`config.mk`:
```
export PLATFORM = sky130hd
export DESIGN_NAME = acc_cpu
export DESIGN_NICKNAME = d
export VERILOG_FILES = /design/src/rtl/acc_cpu_pkg.sv /design/src/rtl/acc_alu.sv /design/src/rtl/acc_seq.sv /design/src/rtl/acc_dpath.sv /design/src/rtl/acc_cpu.sv
export SDC_FILE = /design/constraint.sdc
export NUM_CORES = 1
export LEC_CHECK = 0
export CORE_MARGIN = 3
export CORE_UTILIZATION = 30
export CTS_CLUSTER_SIZE = 40
export DETAILED_ROUTE_END_ITERATION = 16
export GPL_TIMING_DRIVEN = 0
export MAX_ROUTING_LAYER = met4
export PLACE_DENSITY = 0.58
export SYNTH_ARGS = -nofsm -noshare
export SYNTH_HDL_FRONTEND = slang
export SYNTH_SLANG_ARGS = --single-unit
```
`constraint.sdc`:
```
create_clock -name clk -period 3.99 [get_ports clk]
set_clock_uncertainty 0.05 [all_clocks]
set_input_delay 0.798 -clock clk [delete_from_list [all_inputs] [get_ports clk]]
set_output_delay 0.798 -clock clk [all_outputs]
set_load 0.01 [all_outputs]
```
`src/rtl/acc_cpu_pkg.sv`:
```
package acc_cpu_pkg;

    localparam int OPC_W = 4;

    typedef enum logic [OPC_W-1:0] {
        OP_LDA = 4'h0,
        OP_ADD = 4'h1,
        OP_SUB = 4'h2,
        OP_OUT = 4'hE,
        OP_HLT = 4'hF
    } opcode_e;

    typedef enum logic [2:0] {
        TS_0 = 3'd0,
        TS_1 = 3'd1,
        TS_2 = 3'd2,
        TS_3 = 3'd3,
        TS_4 = 3'd4
    } tstate_e;

    typedef struct packed {
        logic pc_inc;
        logic ir_we;
        logic b_ld;
        logic a_ld;
        logic a_from_alu;
        logic alu_sub;
        logic flags_we;
        logic out_we;
        logic halt_set;
        logic addr_opnd;
    } ctrl_t;

    function automatic logic uses_operand(opcode_e op);
        return (op == OP_LDA) || (op == OP_ADD) || (op == OP_SUB);
    endfunction

    function automatic tstate_e final_state(opcode_e op);
        return uses_operand(op) ? TS_4 : TS_2;
    endfunction

endpackage

```
`src/rtl/acc_alu.sv`:
```
module acc_alu #(
    parameter int W = 8
) (
    input  logic [W-1:0] a,
    input  logic [W-1:0] b,
    input  logic         sub,
    output logic [W-1:0] y,
    output logic         carry,
    output logic         zero
);
    logic [W-1:0] b_eff;
    logic [W:0]   sum;

    always_comb begin
        b_eff = sub ? ~b : b;
        sum   = {1'b0, a} + {1'b0, b_eff} + {{W{1'b0}}, sub};
        y     = sum[W-1:0];
        carry = sum[W];
        zero  = (sum[W-1:0] == '0);
    end
endmodule

```
`src/rtl/acc_seq.sv`:
```
module acc_seq
    import acc_cpu_pkg::*;
(
    input  logic             clk,
    input  logic             rst,
    input  logic             step_en,
    input  logic [OPC_W-1:0] opcode,
    output tstate_e          tstate,
    output logic             halted,
    output ctrl_t            ctrl
);
    logic    adv;
    opcode_e op;
    tstate_e ts_next;
    ctrl_t   raw;

    assign adv = step_en && !halted;
    assign op  = opcode_e'(opcode);

    always_comb begin
        if (tstate == final_state(op))
            ts_next = TS_0;
        else
            ts_next = tstate_e'(3'(tstate + 3'd1));
    end

    always_comb begin
        raw = '0;
        raw.addr_opnd = uses_operand(op) && ((tstate == TS_2) || (tstate == TS_3));
        case (tstate)
            TS_1: begin
                raw.ir_we  = 1'b1;
                raw.pc_inc = 1'b1;
            end
            TS_2: begin
                raw.out_we   = (op == OP_OUT);
                raw.halt_set = (op == OP_HLT);
            end
            TS_3: begin
                raw.b_ld = uses_operand(op);
            end
            TS_4: begin
                raw.a_ld       = 1'b1;
                raw.a_from_alu = (op != OP_LDA);
                raw.alu_sub    = (op == OP_SUB);
                raw.flags_we   = (op != OP_LDA);
            end
            default: ;
        endcase
    end

    always_comb begin
        if (adv) begin
            ctrl = raw;
        end else begin
            ctrl = '0;
            ctrl.addr_opnd = raw.addr_opnd;
        end
    end

    always_ff @(posedge clk) begin
        if (rst) begin
            tstate <= TS_0;
            halted <= 1'b0;
        end else if (adv) begin
            tstate <= ts_next;
            if (raw.halt_set)
                halted <= 1'b1;
        end
    end
endmodule

```
`src/rtl/acc_dpath.sv`:
```
module acc_dpath
    import acc_cpu_pkg::*;
#(
    parameter int ADDR_W = 4,
    parameter int DATA_W = OPC_W + ADDR_W
) (
    input  logic              clk,
    input  logic              rst,
    input  ctrl_t             ctrl,
    input  logic [DATA_W-1:0] mem_rdata,
    output logic [ADDR_W-1:0] pc,
    output logic [DATA_W-1:0] ir,
    output logic [DATA_W-1:0] acc,
    output logic [DATA_W-1:0] breg,
    output logic [DATA_W-1:0] out_reg,
    output logic              zf,
    output logic              cf
);
    logic [DATA_W-1:0] alu_y;
    logic              alu_c;
    logic              alu_z;

    acc_alu #(.W(DATA_W)) u_alu (
        .a     (acc),
        .b     (breg),
        .sub   (ctrl.alu_sub),
        .y     (alu_y),
        .carry (alu_c),
        .zero  (alu_z)
    );

    always_ff @(posedge clk) begin
        if (rst) begin
            pc      <= '0;
            ir      <= '0;
            acc     <= '0;
            breg    <= '0;
            out_reg <= '0;
            zf      <= 1'b0;
            cf      <= 1'b0;
        end else begin
            if (ctrl.pc_inc)
                pc <= pc + 1'b1;
            if (ctrl.ir_we)
                ir <= mem_rdata;
            if (ctrl.b_ld)
                breg <= mem_rdata;
            if (ctrl.a_ld)
                acc <= ctrl.a_from_alu ? alu_y : breg;
            if (ctrl.flags_we) begin
                zf <= alu_z;
                cf <= alu_c;
            end
            if (ctrl.out_we)
                out_reg <= acc;
        end
    end
endmodule

```
`src/rtl/acc_cpu.sv`:
```
module acc_cpu
    import acc_cpu_pkg::*;
#(
    parameter int ADDR_W = 4,
    localparam int DATA_W = OPC_W + ADDR_W
) (
    input  logic              clk,
    input  logic              rst,
    input  logic              step_en,
    input  logic [DATA_W-1:0] mem_rdata,
    output logic [ADDR_W-1:0] mem_addr,
    output logic [DATA_W-1:0] out_val,
    output logic              zero_flag,
    output logic              carry_flag,
    output logic              halted
);
    ctrl_t             ctrl;
    tstate_e           tstate;
    logic [ADDR_W-1:0] pc_q;
    logic [DATA_W-1:0] ir_q;
    logic [DATA_W-1:0] acc_q;
    logic [DATA_W-1:0] b_q;

    acc_seq u_seq (
        .clk     (clk),
        .rst     (rst),
        .step_en (step_en),
        .opcode  (ir_q[DATA_W-1 -: OPC_W]),
        .tstate  (tstate),
        .halted  (halted),
        .ctrl    (ctrl)
    );

    acc_dpath #(.ADDR_W(ADDR_W)) u_dp (
        .clk       (clk),
        .rst       (rst),
        .ctrl      (ctrl),
        .mem_rdata (mem_rdata),
        .pc        (pc_q),
        .ir        (ir_q),
        .acc       (acc_q),
        .breg      (b_q),
        .out_reg   (out_val),
        .zf        (zero_flag),
        .cf        (carry_flag)
    );

    assign mem_addr = ctrl.addr_opnd ? ir_q[ADDR_W-1:0] : pc_q;
endmodule

```
==> summary.txt, run 1 <==
Run status
  – Outcome: complete, no violations

Yosys
  – Count of warnings emitted by yosys: 0
  – Proportion of synthesized chip area in sequential cells: 36.1%
  – Dominant cell by count in the synthesized netlist: dfxtp_1
  – Cell area after synthesis: 2330 um^2
  – Async S/R FF share, synth: 0%
  – Top cells by area, synth: dfxtp_1, ha_1, mux2i_1
  – Share of the synthesized area in the top cell type: 36.1%
  – Syn_nets: 298
  – Most area-hungry cell type in the Yosys netlist: dfxtp_1
  – Ys flop type: dfxtp_1
  – Synth cell count leaders: dfxtp_1, nand2_1, nor2_1, a21oi_1, mux2i_1
  – Syn avg cell area: 8.56 um^2
  – Synth Register Bits: 42
  – EDFF count, synth: 0
  – Gate count after technology mapping: 272
  – Number of library cell types mapped by synthesis: 48

Global route
  – Total grt overflow: 0
  – Global routing usage summed across all routing layers: 13.7%
  – Largest net degree at the start of global routing: 15
  – Wire length of the first global-routing pass: 9.27 mm
  – Number of global-route vias before repair: 1947
  – Initial antenna violation count: 0

Final layout
  – Area occupied by multi-input gates: 1410 um^2
  – Finished layout cell area: 2830 um^2
  – Total area of sequential cells: ~840 um^2
  – Antenna cell count: 0
  – Area growth, synth to finish: 21.4%
  – Number of fill cells in the layout: 791
  – Number of nets in the layout: 331
  – Proportion of layout cells with a drive suffix above 1: ~9.8%

STA
  – Fin Setup TNS: 0 ns
  – Highest attainable clock frequency: a little under 0.3 GHz
  – Crit share post-route: 85.9%
  – Hold WS: roughly 0.4 ns
  – Slew at the pin closest to its max-slew limit: 0.841 ns
  – Final setup fails: 0
  – Unrepaired setup endpoints after global routing: no
  – Final Critical Period: 3.43 ns
  – Count of final max-slew check failures: 0
  – Tightest slew margin relative to the limit: 43.5%
  – Hold Fails Final Rpt: 0

Power and ir drop
  – Clock share of power: 35.9%
  – Part of the power in combinational logic: roughly a tenth
  – Relative contribution of sequential cells to total power: 54.5%
  – Highest ir drop seen on vdd: 0.131 mV
  – Cell Int Power: 580 uW
  – Switching Share: 26.8%
  – Leakage power total: 1.09 nW
  – Pwr Density: 281 nW/um^2
  – Power spent charging and discharging nets: 212 uW

Job
  – Count of maximum capacitance violations: 0

Worst setup path
  – Slack of the worst reg-to-reg path: 0.75 ns
  – Kind of cell adding the most delay to the critical path: simple AND/OR/NAND/NOR gates
  – Required time worst endpoint: 4.15 ns
  – Max Fanout on Critical Path: 7
  – Endpoint of the most critical register-to-register path: u_dp.zf
  – Arrival time reported for the critical path endpoint: about 3.6 ns
  – Combined buffer and inverter count along the critical path: 2
  – R2R cell count: 12
  – Category of the worst setup path launch point: input port
  – Cell at the slowest stage of the critical path: or4b_1
  – Crit path largest cell delay: 0.53 ns
  – Library cell appearing most often on the critical path: o21a_1
  – Launching point of the worst reg2reg path: u_seq.tstate[0]
  – Worst setup EP type: flip-flop
  – Class of the most critical setup path: in2reg
  – Cells along the critical path: dlymetal6s2s_1 -> and2b_2 -> and3_2 -> nand3_4 -> xnor2_2 -> inv_1 -> fa_1 -> nor2b_1 -> o21a_1 -> o21a_1 -> nor2_1 -> or4b_1 -> o31ai_1

Floorplan
  – Area inside the core boundary: around 7400 um^2
  – Floorplan die width: 94.1 um
  – Die H: 94.1 um
  – Starting utilization of the core area: 31.6%
  – I/O pin total: 26
  – Site Rows: 31
  – Die area: between 8000 and 9000 um^2

Routing
  – Detailed-routing iteration count for the pre-antenna-repair pass: 4
  – Count of unresolved DRC violations after routing: 0
  – Average vias per placed instance: 4.83
  – Initial DRC count: 70
  – Antenna Violating Nets Remaining: 0
  – DRT Wirelength: around 5.5 mm
  – Total via count in the routed design: 1958
  – Mean routed wirelength per cell: 13.7 um

CTS
  – Number of clock sinks: 42
  – Number of clock buffers inserted by TritonCTS: 5
  – Number of hold-repair buffers added at the cts stage: 0
  – Clock latency on the worst-skew pair: 0.30 ns
  – Maximum root-to-sink buffer count: 2
  – CTS HTree Levels: 2
  – Clock tree root driver cell: clkbuf_8
  – Clock transition at the registers of the reported paths: 0.09 ns
  – TritonCTS clock tree: done

Place
  – Final weighted congestion in routability-driven placement: 0.777
  – Half-perimeter wire length after placement: 4.09 mm
  – Post-detailed-placement cell area: 2690 um^2
  – IO buf count: 24

Hold path
  – Type of the worst min-delay path: reg2reg
  – Min-delay src: u_dp.ir[0]
  – Worst hold path cell count: 2
  – Endpoint of the worst hold-timing path: u_dp.ir[0]
[metal layers]
layer  GRT usage (%)  vias up  wire (um)
li1                -     1011          -
met1            16.7      900       2650
met2            22.5       34       2580
met3            3.04       13        187
met4            4.69        0        118
met5               -        -          0
[cell families (layout without fill, tap and decap cells)]
logic type	count (synthesis)	count (layout)	share of synthesized area [%]
AO/OA/AOI/OAI	56	56	15.8
AND/OR/NAND/NOR	105	105	21.8
flip-flops	42	42	36.1
XOR/XNOR	14	14	5.27
multiplexers	19	19	8.39
buffers and inverters	21	55	4.25
adder cells (fa/ha/maj)	15	15	8.39
[worst min-delay path, cell delays in order (launching register included)]
cell and delay (ns):
dfxtp_1 0.32, nand2_1 0.05, a21oi_1 0.05
[cell usage in the layout (no fill, tap or decap), types with 4 or more instances in the layout]
master	instances
nor3_1	5
dfxtp_1	42
o21ai_0	8
nand2_1	37
buf_2	4
inv_1	7
xnor2_1	10
mux2i_1	15
nor2_1	35
a211oi_1	5
clkbuf_8	5
nand2b_1	4
clkbuf_1	6
a21oi_1	23
ha_1	14
mux2_2	4
clkdlybuf4s50_1	23
[worst max path at each step]
stage | start | endpoint | slack (ns) | cells past startpoint
global placement | step_en | u_dp.zf | -0.61 | 14
detailed placement | step_en | u_dp.zf | -0.62 | 14
CTS | step_en | u_dp.zf | 0.06 | 13
global route | u_seq.tstate[0] | mem_addr[0] | 0.35 | 6
floorplan | step_en | u_dp.zf | 0.45 | 13
finish | step_en | u_dp.zf | 0.56 | 13
[metrics by stage]
| step | power, mW | setup WS (ns) | util (%) | cells |
|---|---|---|---|---|
| 6_report | 0.793 | 0.563 | 38.3 | 405 |
| 2_1_floorplan | 0.488 | 0.449 | - | 272 |
| 5_1_grt | 0.831 | 0.354 | 38.3 | 405 |
| 3_5_place_dp | 0.519 | -0.622 | 36.5 | 395 |
| 3_3_place_gp | 0.517 | -0.608 | 36.5 | 395 |
| 4_1_cts | 0.806 | 0.0583 | 37.9 | 402 |
[cell type report]
cell class	instances	share of cell area, %
timing repair buffer	27	9.39
clock inverter	3	0.753
clock buffer	5	2.44
buffer	13	2.44
tap	99	4.38
sequential	42	29.8
inverter	7	0.930
multi-input combinational	209	49.9
[power by group through the flow]
stage               registers (mW)  logic [mW]  clock network, mW
floorplan                    0.440      0.0477                  0
global placement             0.442      0.0754                  0
detailed placement           0.442      0.0766                  0
CTS                          0.432      0.0777              0.296
global route                 0.434      0.0858              0.312
finish                       0.432      0.0761              0.284
[what timing repair did]
item                       in CTS  in global routing
setup buffers                   0                  3
setup endpoints to repair       2                  2
resized for setup               2                  5
(Power assumes the default switching activity.)
==> run 2, diff against run 1 <==
--- a/config.mk
+++ b/config.mk
@@ -7,10 +7,10 @@
 export LEC_CHECK = 0
 export CORE_MARGIN = 3
-export CORE_UTILIZATION = 30
+export CORE_UTILIZATION = 56
 export CTS_CLUSTER_SIZE = 40
 export DETAILED_ROUTE_END_ITERATION = 16
 export GPL_TIMING_DRIVEN = 0
 export MAX_ROUTING_LAYER = met4
-export PLACE_DENSITY = 0.58
+export PLACE_DENSITY = 0.89
 export SYNTH_ARGS = -nofsm -noshare
 export SYNTH_HDL_FRONTEND = slang
--- a/constraint.sdc
+++ b/constraint.sdc
@@ -3,3 +3,3 @@
 set_input_delay 0.798 -clock clk [delete_from_list [all_inputs] [get_ports clk]]
 set_output_delay 0.798 -clock clk [all_outputs]
-set_load 0.01 [all_outputs]
+set_load 0.1 [all_outputs]
==> summary.txt, run 2 (synthesis gave the netlist of run 1 again) <==
Run status
  – Outcome: complete, no violations

STA
  – Hold WS: 0.404 ns (-0.00706 ns)
  – Crit share post-route: 99.4% (+13 points)
  – Final Critical Period: 3.97 ns (+0.538 ns)
  – Slew at the pin closest to its max-slew limit: 0.976 ns (+0.136 ns)
  – Fin Setup TNS: 0 ns (unchanged)
  – Hold Fails Final Rpt: 0 (unchanged)
  – Final setup fails: 0 (unchanged)
  – Count of final max-slew check failures: 0 (unchanged)
  – Highest attainable clock frequency: 0.252 GHz (-14%)
  – Tightest slew margin relative to the limit: 34.8% (-8.7 points)

Hold path
  – Min-delay src: u_dp.ir[1]
  – Endpoint of the worst hold-timing path: u_dp.ir[1]
  – Type of the worst min-delay path: reg2reg
  – Worst hold path cell count: 2 (unchanged)

Routing
  – Initial DRC count: 149 (+110%)
  – Detailed-routing iteration count for the pre-antenna-repair pass: 4 (unchanged)
  – Mean routed wirelength per cell: 15.8 um (+16%)
  – DRT Wirelength: 5.61 mm (+1.4%)
  – Antenna Violating Nets Remaining: 0 (unchanged)
  – Average vias per placed instance: 5.88 (+22%)
  – Total via count in the routed design: 2080 (+6.2%)
  – Count of unresolved DRC violations after routing: 0 (unchanged)

Final layout
  – Antenna cell count: 0 (unchanged)
  – Proportion of layout cells with a drive suffix above 1: 9.48% (-0.33 points)
  – Area growth, synth to finish: 21.7%
  – Most common library cell in the layout ignoring fill and taps: dfxtp_1
  – Most frequent cells in the layout: dfxtp_1, nand2_1, nor2_1
  – Finished layout cell area: 2830 um^2 (+0.27%)
  – Final cell count without fillers: 354 (-13%)
  – Number of nets in the layout: 331 (unchanged)

Floorplan
  – Site Rows: 22 (-29%)
  – Floorplan die width: 70.5 um (-25%)
  – I/O pin total: 26 (unchanged)
  – Die H: 70.5 um (-25%)
  – Area inside the core boundary: 3830 um^2 (-48%)
  – Die area: 4970 um^2 (-44%)
  – Starting utilization of the core area: 60.8% (+29 points)

Worst setup path
  – Slack of the worst reg-to-reg path: 0.66 ns (-0.09 ns)
  – Kind of cell adding the most delay to the critical path: simple AND/OR/NAND/NOR gates
  – Launching point of the worst reg2reg path: u_seq.tstate[1]
  – R2R cell count: 13 (+1)
  – Class of the most critical setup path: in2reg
  – Endpoint of the most critical register-to-register path: u_dp.zf
  – Crit path largest cell delay: 0.54 ns (about the same)
  – Cells along the critical path: clkdlybuf4s50_1 -> and2b_1 -> and3_2 -> nand3_4 -> buf_12 -> xnor2_1 -> ha_1 -> nand2_1 -> o21ai_0 -> a21oi_1 -> xnor2_1 -> or4b_1 -> o31ai_1
  – Cell at the slowest stage of the critical path: clkdlybuf4s50_1
  – Category of the worst setup path launch point: input port
  – Library cell appearing most often on the critical path: xnor2_1
  – Combined buffer and inverter count along the critical path: 2 (unchanged)
  – Max Fanout on Critical Path: 6 (-1)
  – Worst setup EP type: flip-flop
  – Arrival time reported for the critical path endpoint: 4.11 ns (+0.52 ns)
  – Required time worst endpoint: 4.13 ns (-0.02 ns)

Place
  – Post-detailed-placement cell area: 2630 um^2 (-2.4%)
  – Half-perimeter wire length after placement: 4.04 mm (-1.2%)
  – Cells after DPL: 344 (-13%)
  – Final weighted congestion in routability-driven placement: 0.913 (+18%)
  – IO buf count: 24 (unchanged)

Global route
  – Global routing usage summed across all routing layers: 24.1% (+10 points)
  – Largest net degree at the start of global routing: 14 (-1)
  – Initial antenna violation count: 0 (unchanged)
  – Number of global-route vias before repair: 1953 (+0.31%)
  – Wire length of the first global-routing pass: 9.20 mm (-0.67%)
  – Total grt overflow: 0 (unchanged)

CTS
  – TritonCTS clock tree: done
  – Clock tree root driver cell: clkbuf_8
  – Number of clock buffers inserted by TritonCTS: 5 (unchanged)
  – Number of clock sinks: 42 (unchanged)
  – Number of hold-repair buffers added at the cts stage: 0 (unchanged)
  – Clock transition at the registers of the reported paths: 0.08 ns (about the same)
  – Maximum root-to-sink buffer count: 2 (unchanged)
  – Clock latency on the worst-skew pair: 0.30 ns (about the same)
  – CTS HTree Levels: 2 (unchanged)

Power and ir drop
  – Leakage power total: 1.19 nW (+8.7%)
  – Pwr Density: 327 nW/um^2 (+17%)
  – Highest ir drop seen on vdd: 0.386 mV (+190%)

Job
  – Count of maximum capacitance violations: 0 (unchanged)
run 2: cell types whose count changed in the layout (fill, tap and decap cells not counted), sizes merged:
cell           before  now
clkbuf             11   12
clkdlybuf4s50      23   20
clkinv              2    0
dlymetal6s2s        1    4
clkinvlp            1    0
bufinv              0    2
run 2: worst register-to-register path, delay by kind of cell (launching register included):
kind | cells | cell delay [ns]
XOR/XNOR | 2 | 0.28
adder cells (fa/ha/maj) | 2 | 0.58
flip-flops | 1 | 0.37
buffers and inverters | 2 | 0.27
AO/OA/AOI/OAI | 3 | 0.67
AND/OR/NAND/NOR | 4 | 1.02
run 2: final cells by class:
cell class	instances	area, um^2
clock inverter	2	60.1
sequential	42	841
buffer	13	68.8
inverter	7	26.3
fill	273	993
timing repair buffer	27	285
tap	48	60.1
clock buffer	6	82.6
multi-input combinational	209	1410
run 2: stage by stage:
stage | total power, mW | setup slack, ns | utilization [%]
after floorplan | 0.496 | 0.233 | -
after global placement | 0.522 | -0.535 | 68.7
after detailed placement | 0.524 | -0.637 | 68.7
after CTS | 0.934 | 0.0542 | 72.8
after global routing | 0.962 | -0.0402 | 74.0
final | 0.927 | 0.0248 | 74.0
run 2: where the power goes:
part / leakage, nW / internal [mW] / switching, mW / total [mW]
Combinational: 0.776 / 0.0316 / 0.0519 / 0.0836
Sequential: 0.339 / 0.425 / 0.00709 / 0.433
Clock: 0.0714 / 0.267 / 0.144 / 0.411
run 2: per-layer routing:
layer	GRT usage [%]	up-vias	wire length [um]
met5	-	-	0
met4	5.74	0	52
met3	6.04	6	438
met2	39.1	73	2760
met1	30.1	979	2360
li1	-	1022	-
run 2: how the worst max path moves through the flow:
stage / startpoint / to / slack, ns / cells after the start
6_report: step_en / u_dp.zf / 0.02 / 13
4_1_cts: step_en / u_dp.zf / 0.05 / 13
3_5_place_dp: step_en / u_dp.zf / -0.64 / 14
3_3_place_gp: step_en / u_dp.zf / -0.53 / 14
5_1_grt: step_en / u_dp.zf / -0.04 / 13
2_1_floorplan: u_seq.halted / u_dp.zf / 0.23 / 13
run 2: what timing repair did:
item | CTS | global route
pin swaps | 0 | 2
buffers inserted | 0 | 3
gates resized for setup | 3 | 5
endpoints found under the setup margin | 3 | 5
==> run 3, diff against run 2 <==
MAX_ROUTING_LAYER = not set   (was met4)
==> summary.txt, run 3 (synthesis gave the netlist of run 1 again) <==
Run status
  – Outcome: complete, no violations

Final layout
  – Proportion of layout cells with a drive suffix above 1: 9.48% (unchanged)
  – Most frequent cells in the layout: dfxtp_1, nand2_1, nor2_1
  – Area growth, synth to finish: 21.7% (unchanged)
  – Most common library cell in the layout ignoring fill and taps: dfxtp_1
  – Final cell utilization of the core: 74.0% (unchanged)
  – Antenna cell count: 0 (unchanged)
  – Number of fill cells in the layout: 273 (unchanged)
  – Number of nets in the layout: 331 (unchanged)

Job
  – Count of maximum capacitance violations: 0 (unchanged)

Worst setup path
  – Crit path largest cell delay: 0.54 ns (about the same)
  – Arrival time reported for the critical path endpoint: 4.11 ns (about the same)
  – Library cell appearing most often on the critical path: xnor2_1
  – Cells along the critical path: clkdlybuf4s50_1 -> and2b_1 -> and3_2 -> nand3_4 -> buf_12 -> xnor2_1 -> ha_1 -> nand2_1 -> o21ai_0 -> a21oi_1 -> xnor2_1 -> or4b_1 -> o31ai_1
  – Worst setup EP type: flip-flop
  – R2R cell count: 13 (unchanged)
  – Endpoint of the most critical register-to-register path: u_dp.zf
  – Launching point of the worst reg2reg path: u_seq.tstate[1]
  – Class of the most critical setup path: in2reg
  – Max Fanout on Critical Path: 6 (unchanged)
  – Category of the worst setup path launch point: input port
  – Cell at the slowest stage of the critical path: clkdlybuf4s50_1
  – Slack of the worst reg-to-reg path: 0.64 ns (-0.02 ns)
  – Required time worst endpoint: 4.14 ns (about the same)

CTS
  – Number of hold-repair buffers added at the cts stage: 0 (unchanged)
  – Number of clock buffers inserted by TritonCTS: 5 (unchanged)
  – Clock tree root driver cell: clkbuf_8
  – Number of clock sinks: 42 (unchanged)
  – Clock latency on the worst-skew pair: 0.30 ns (about the same)
  – TritonCTS clock tree: done
  – Clock transition at the registers of the reported paths: 0.08 ns (about the same)
  – Maximum root-to-sink buffer count: 2 (unchanged)
  – CTS HTree Levels: 2 (unchanged)

Global route
  – Largest net degree at the start of global routing: 14 (unchanged)
  – Wire length of the first global-routing pass: 9.23 mm (+0.23%)
  – Initial antenna violation count: 0 (unchanged)
  – Global routing usage summed across all routing layers: 23.5% (-0.62 points)
  – Total grt overflow: 0 (unchanged)
  – Number of global-route vias before repair: 1951 (-0.10%)

Floorplan
  – Floorplan die width: 70.5 um (unchanged)
  – Area inside the core boundary: 3830 um^2 (unchanged)
  – Die area: 4970 um^2 (unchanged)
  – Die H: 70.5 um (unchanged)
  – Site Rows: 22 (unchanged)
  – I/O pin total: 26 (unchanged)
  – Starting utilization of the core area: 60.8% (unchanged)

Routing
  – Initial DRC count: 153 (+2.7%)
  – Mean routed wirelength per cell: 16.0 um (+0.91%)
  – Antenna Violating Nets Remaining: 0 (unchanged)
  – DRT Wirelength: 5.66 mm (+0.91%)
  – Count of unresolved DRC violations after routing: 0 (unchanged)
  – Total via count in the routed design: 2082 (+0.096%)
  – Detailed-routing iteration count for the pre-antenna-repair pass: 4 (unchanged)
  – Average vias per placed instance: 5.88 (about the same)

Hold path
  – Min-delay src: u_dp.ir[1]
  – Worst hold path cell count: 2 (unchanged)
  – Endpoint of the worst hold-timing path: u_dp.ir[1]
  – Type of the worst min-delay path: reg2reg

STA
  – Tightest slew margin relative to the limit: 34.8% (about the same)
  – Highest attainable clock frequency: 0.252 GHz (about the same)
  – Final setup fails: 0 (unchanged)
  – Crit share post-route: 99.3% (about the same)
  – Fin Setup TNS: 0 ns (unchanged)
  – Final setup slack of the worst path: 0.0270 ns (+0.00225 ns)
  – Slew at the pin closest to its max-slew limit: 0.976 ns (-0.0000106 ns)
  – Count of final max-slew check failures: 0 (unchanged)
  – Final Critical Period: 3.96 ns (-0.00225 ns)
  – Hold Fails Final Rpt: 0 (unchanged)

Place
  – Final weighted congestion in routability-driven placement: 0.898 (-1.7%)
  – Post-place setup slack: -0.637 ns (unchanged)
  – Half-perimeter wire length after placement: 4.04 mm (unchanged)
  – IO buf count: 24 (unchanged)

Power and ir drop
  – Final total power: 931 uW (+0.37%)
  – Leakage power total: 1.19 nW (unchanged)
  – Highest ir drop seen on vdd: 0.387 mV (+0.36%)
  – Pwr Density: 329 nW/um^2 (+0.37%)
## run 3: how the worst max path moves through the flow
stage | cells after the start | startpoint | to | slack [ns]
4_1_cts | 13 | step_en | u_dp.zf | 0.05
2_1_floorplan | 13 | u_seq.halted | u_dp.zf | 0.23
6_report | 13 | step_en | u_dp.zf | 0.03
3_5_place_dp | 14 | step_en | u_dp.zf | -0.64
5_1_grt | 13 | step_en | u_dp.zf | -0.04
3_3_place_gp | 14 | step_en | u_dp.zf | -0.53
## run 3: worst max-delay path, delay by kind of cell
family	cells	cell delay (ns)
and+or+nand+nor	5	1.24
AOI/OAI and AO/OA	3	0.68
buffers and inverters	2	0.71
adders and majority gates	1	0.40
xor gates and xnor gates	2	0.28
## run 3: layout make-up
type / instances / area [um^2] / area share [%]
multi-input cells: 209 / 1410 / 49.7
flip-flops and latches: 42 / 841 / 29.7
repair buffers: 27 / 285 / 10.1
clock buffers: 6 / 82.6 / 2.92
plain buffers: 13 / 68.8 / 2.43
clock inverters: 2 / 60.1 / 2.12
well taps: 48 / 60.1 / 2.12
inverters: 7 / 26.3 / 0.928
## run 3: routing by layer
layer	global-route usage, %	share of wire (%)
met5	0	0
met4	5.74	1.6
met3	6.04	5.1
met2	39.1	49
met1	30.2	44
## run 3: where the power goes
group / internal, mW / leakage, nW / switching [mW]
clock network: 0.267 / 0.0714 / 0.148
logic: 0.0316 / 0.776 / 0.0521
registers: 0.425 / 0.339 / 0.00726
## run 3: through the flow
step | instances | hold WS [ns] | area (um^2)
finish | 354 | 0.405 | 2830
global route | 354 | 0.450 | 2830
CTS | 351 | 0.408 | 2790
detailed placement | 344 | 0.397 | 2630
global placement | 344 | 0.390 | 2630
floorplan | 272 | 0.384 | 2330
## run 3: what timing repair did
| item | CTS | global route |
|---|---|---|
| buffers inserted | 0 | 3 |
| resized for setup | 3 | 5 |
| endpoints found under the hold margin | 0 | 0 |
| pin swaps | 0 | 2 |
| setup endpoints to repair | 3 | 5 |
